### config.mk
export PLATFORM = sky130hd
export DESIGN_NAME = gpio_edge_bank
export DESIGN_NICKNAME = d
export VERILOG_FILES = /design/src/rtl/gpio_edge_bank.sv
export SDC_FILE = /design/constraint.sdc
export NUM_CORES = 1
export LEC_CHECK = 0
export BUFFER_PORTS_ARGS = -buffer_cell sky130_fd_sc_hd__buf_4
export CAP_MARGIN = 10
export CORE_MARGIN = 3
export CORE_UTILIZATION = 49
export DETAILED_ROUTE_END_ITERATION = 7
export GPL_ROUTABILITY_DRIVEN = 0
export PLACE_DENSITY = 0.68
export SYNTH_ARGS = -nofsm -noshare
export SYNTH_HDL_FRONTEND = slang
export SYNTH_SLANG_ARGS = --single-unit
### constraint.sdc
create_clock -name clk -period 3.7 [get_ports clk]
set_clock_uncertainty 0.15 [all_clocks]
set_input_delay 0.185 -clock clk [delete_from_list [all_inputs] [get_ports clk]]
set_output_delay 0.185 -clock clk [all_outputs]
set_load 0.02 [all_outputs]
### src/rtl/gpio_edge_bank.sv
module gpio_edge_bank (
  input  logic        clk,
  input  logic        rst_n,
  input  logic        bus_en,
  input  logic        bus_we,
  input  logic [4:0]  bus_addr,
  input  logic [3:0]  bus_be,
  input  logic [31:0] bus_wdata,
  output logic [31:0] bus_rdata,
  input  logic [31:0] pad_in,
  output logic [31:0] pad_out,
  output logic [31:0] pad_oe,
  output logic [31:0] periph_sel,
  output logic        irq
);
  localparam int LINES = 32;
  localparam logic [2:0] SLOT_SEL  = 3'd0;
  localparam logic [2:0] SLOT_DIR  = 3'd2;
  localparam logic [2:0] SLOT_DAT  = 3'd3;
  localparam logic [2:0] SLOT_PEND = 3'd4;
  localparam logic [2:0] SLOT_TLO  = 3'd5;
  localparam logic [2:0] SLOT_THI  = 3'd6;

  logic [LINES-1:0]   sel_q, dir_q, out_q, pend_q, pend_d;
  logic [LINES-1:0]   meta_q, sync_q, last_q, hit, clr, lane_mask;
  logic [2*LINES-1:0] trig_q;
  logic [2:0]         slot;
  logic               wr;

  assign slot      = bus_addr[4:2];
  assign wr        = bus_en & bus_we;
  assign lane_mask = {{8{bus_be[3]}}, {8{bus_be[2]}}, {8{bus_be[1]}}, {8{bus_be[0]}}};

  always_comb begin
    for (int i = 0; i < LINES; i++)
      hit[i] = (sync_q[i] & ~last_q[i] & trig_q[2*i+1]) |
               (~sync_q[i] & last_q[i] & trig_q[2*i]);
  end

  assign clr    = (wr && slot == SLOT_PEND) ? (bus_wdata & lane_mask) : '0;
  assign pend_d = (pend_q & ~clr) | hit;

  always_ff @(posedge clk or negedge rst_n) begin
    if (!rst_n) begin
      meta_q <= '0;
      sync_q <= '0;
      last_q <= '0;
    end else begin
      meta_q <= pad_in;
      sync_q <= meta_q;
      last_q <= sync_q;
    end
  end

  always_ff @(posedge clk or negedge rst_n) begin
    if (!rst_n) begin
      sel_q  <= '0;
      dir_q  <= '0;
      out_q  <= '0;
      trig_q <= '0;
      pend_q <= '0;
      irq    <= 1'b0;
    end else begin
      pend_q <= pend_d;
      irq    <= |pend_d;
      if (wr) begin
        case (slot)
          SLOT_SEL: sel_q <= (sel_q & ~lane_mask) | (bus_wdata & lane_mask);
          SLOT_DIR: dir_q <= (dir_q & ~lane_mask) | (bus_wdata & lane_mask);
          SLOT_DAT: out_q <= (out_q & ~lane_mask) | (bus_wdata & lane_mask);
          SLOT_TLO: trig_q[31:0]  <= (trig_q[31:0] & ~lane_mask) | (bus_wdata & lane_mask);
          SLOT_THI: trig_q[63:32] <= (trig_q[63:32] & ~lane_mask) | (bus_wdata & lane_mask);
          default: ;
        endcase
      end
    end
  end

  always_comb begin
    case (slot)
      SLOT_SEL:  bus_rdata = sel_q;
      SLOT_DIR:  bus_rdata = dir_q;
      SLOT_DAT:  bus_rdata = (dir_q & out_q) | (~dir_q & sync_q);
      SLOT_PEND: bus_rdata = pend_q;
      SLOT_TLO:  bus_rdata = trig_q[31:0];
      SLOT_THI:  bus_rdata = trig_q[63:32];
      default:   bus_rdata = '0;
    endcase
  end

  assign pad_out    = out_q;
  assign pad_oe     = dir_q & ~sel_q;
  assign periph_sel = sel_q;
endmodule

==> run summary <==
PwrDens: 553 nW/um2
TritonCTS clock tree: built
Clock buffer depth: 3
Critical path, cell by cell: buf_4 > and2_0 > nor2b_4 > buf_12 > a21oi_1 > a21oi_1 > a21oi_1 > nand2_1 > buf_4
CORE AREA: 24500 um2
Final setup vio count: 0
# hold bufs at CTS: 68
Slowest-stage cell, CP: nor2b_4
Yosys reg bits: 289
Power share of the sequential group: 0.452
Fmax: 0.390 GHz
Maximum VDD drop: 0.411 mV
Routed vias: 9367
Top-Level Pins: 206
DRT iter0 DRCs: 733
GRT Overall Usage: 0.258
Die Area: 27000 um2
Syn Nets: 1116
Average cell area after synthesis: 11.8 um2
Int Power: 6.15 mW
FF-to-FF Start: sync_q[17]
Fin nets: 1396
Worst Max-Slew Pin Slew: 0.901 ns
Post-synthesis async set-or-reset flop share: 1.00
Share of post-route cells with drive strength above 1: 0.319
Critical Path Stages: 9
CTS resizes: 0
Starting Density: 0.501
Count of flip-flops with a built-in enable after synthesis: 0
Worst reg2reg path depth: 6
DRC viols: 0
Main flop type after synthesis: dfrtp_1
Drt first pass iters: 5
CP arrival: 2.23 ns
Hold Path Class: input port to flop
Reg2reg end: irq
Routed wire length per instance: 20.9 um
Hold_ws: 0.0333 ns
Vias/cell: 5.63
CTS buffer count: 30
Vias in the first global route: 9385
Slew HR: 0.397
Global-route wire length before repair: 53.9 mm
Pleak: 7.06 nW
Depth of the CTS H-tree: 1
Diode count: 0
RSZ-0062 raised after global routing: false
Final Hold Vio Count: 0
Crit path launch: bus_addr[2]
YS warnings: 0
Power share of the clock group: 0.327
Synth Cell Area: 12300 um2
GRT Residual Overflow: 0
Post-CTS Setup Bufs: 0
Worst setup endpoint: bus_rdata[18]
Post-synthesis cell count: 1039
Post-route cell area: 15800 um2
Seq. cell area: 7230 um2
Net switching power: 2.60 mW
P&R area growth vs syn: 29.1%
Distinct cell type count after synthesis: 42
Chip height: 164 um
Filler Cell Count: 1961
CP Class: input port to output pin
Largest net degree at the start of global routing: 128
Max incr delay on CP: 0.53 ns
Delay-heaviest family, CP: simple AND/OR/NAND/NOR gates
Pins Over Slew Limit: 0
Switch share: 0.297
Post-route setup slack: 1.13 ns
Worst Path Required: 3.37 ns
Gate power share: 0.221
Buffers added on ports: 203
Max cap viols: 0
Sequential share of the synthesized area: 0.590
Critical Path Sink Type: output pin
Clock Latency Late Sink: 0.54 ns
Total clock sinks: 289
CTS Root Cell: clkbuf_16
WL final: 34.8 mm
Cell mode on critical path: a21oi_1
Post-route minimum period: 2.57 ns
Post-Place Worst Slack: 0.976 ns
Setup_tns: 0 ns
# rows: 57
Initial antenna violation count: 0
Reg2Reg Setup Slack: 1.52 ns
Post-DRT Antenna Nets: 0
Status: completed
Multi-input gate area: 4740 um2
Worst Path Max Fanout: 27
Post-DP HPWL: 24.5 mm
Placed cell areas: 14200 um2
Crit path buf inv count: 3
Crit start category: input port
Clk slew on worst S/H paths: 0.06 ns
Die X: 164 um
Min-delay src: bus_addr[3]
Tcrit/Tclk final: 0.693
## routing by layer
layer | wire, um | GRT usage | vias to the layer above
li1 | - | - | 4287
met2 | 16900 | 0.431 | 309
met1 | 15200 | 0.365 | 4731
met5 | 0 | 0 | -
met4 | 473 | 0.0488 | 0
met3 | 2160 | 0.0368 | 40
## cell type report
| type | count | area share |
|---|---|---|
| clock inverter | 8 | 0.00277 |
| clock buffer | 45 | 0.0567 |
| multi-input combinational | 678 | 0.299 |
| tap | 324 | 0.0256 |
| timing repair buffer | 290 | 0.152 |
| inverter | 30 | 0.00711 |
| sequential | 289 | 0.457 |
## cells in the mapped netlist, types with 3 or more instances
master	n	area share
a21o_1	28	0.017
a21oi_1	64	0.026
a32oi_1	22	0.016
and3_1	3	0.0015
buf_1	3	0.00092
buf_2	10	0.0041
clkbuf_1	26	0.0080
dfrtp_1	289	0.59
inv_1	30	0.0092
mux2_2	138	0.13
mux2i_1	32	0.026
nand2_1	136	0.042
nand2b_1	15	0.0077
nand3_1	7	0.0029
nand3b_1	35	0.021
nand4_1	6	0.0031
nor2_1	30	0.0092
nor2_2	12	0.0061
nor2b_1	15	0.0077
nor3_1	3	0.0012
nor4_1	5	0.0026
o211ai_1	13	0.0080
o21ai_0	71	0.029
o221ai_1	24	0.017
## worst register-to-register path, stage by stage, from the launching register on
cell,delay [ns]
dfrtp_1,0.51
nand3b_1,0.15
o21ai_0,0.19
a21o_1,0.22
or4_1,0.57
nor4_2,0.16
nand4_1,0.10
## power groups by stage
stage,clock (mW),sequential [mW],combinational (mW)
2_1_floorplan,0,4.05,0.921
3_3_place_gp,0,3.99,1.85
3_5_place_dp,0,4.00,1.88
4_1_cts,2.90,3.95,1.94
5_1_grt,3.05,4.01,2.09
6_report,2.86,3.95,1.93
## kinds of logic (layout without fill, tap and decap cells)
kind of cell | count (synthesis) | count (layout) | synth area share
AOI/OAI and AO/OA | 230 | 230 | 0.118
buffers and inverters | 72 | 373 | 0.0246
DFF | 289 | 289 | 0.590
muxes | 170 | 170 | 0.153
and+or+nand+nor | 278 | 278 | 0.114
## metrics by stage
stage / cells / power, mW / util
6_report: 1664 / 8.75 / 0.647
4_1_cts: 1664 / 8.80 / 0.647
5_1_grt: 1664 / 9.15 / 0.647
2_1_floorplan: 1039 / 4.97 / -
3_5_place_dp: 1543 / 5.88 / 0.580
3_3_place_gp: 1543 / 5.83 / 0.580
## worst min-delay path by stage
stage                                      end  cells after the start  slack (ns)
floorplan           asynchronous set/reset pin                      0       -0.26
global placement                    sync_q[27]                      1       -0.09
detailed placement                  meta_q[27]                      1       -0.08
CTS                                 pend_q[23]                      4        0.01
global route                        pend_q[23]                      4        0.05
finish                              pend_q[23]                      4        0.03
## cells in the final DEF (no fill, tap or decap), types with 2 or more instances in the layout
master         instances
a211o_1                2
a21o_1                28
a21oi_1               64
a32oi_1               22
and3_1                 3
buf_12                 4
buf_4                218
clkbuf_1               7
clkbuf_16             31
clkbuf_8               7
clkinv_2               7
dfrtp_1              289
dlygate4sd3_1         67
inv_1                 30
mux2_2               138
mux2i_1               32
nand2_1              136
nand2b_1              15
nand3_1                7
nand3b_1              35
nand4_1                6
nor2_1                30
nor2_2                12
nor2b_1               12
nor2b_2                2
nor3_1                 3
nor4_1                 5
o211ai_1              13
o21ai_0               71
o221ai_1              24
o22ai_1                2
o41ai_1                2
(Power assumes the default switching activity.)
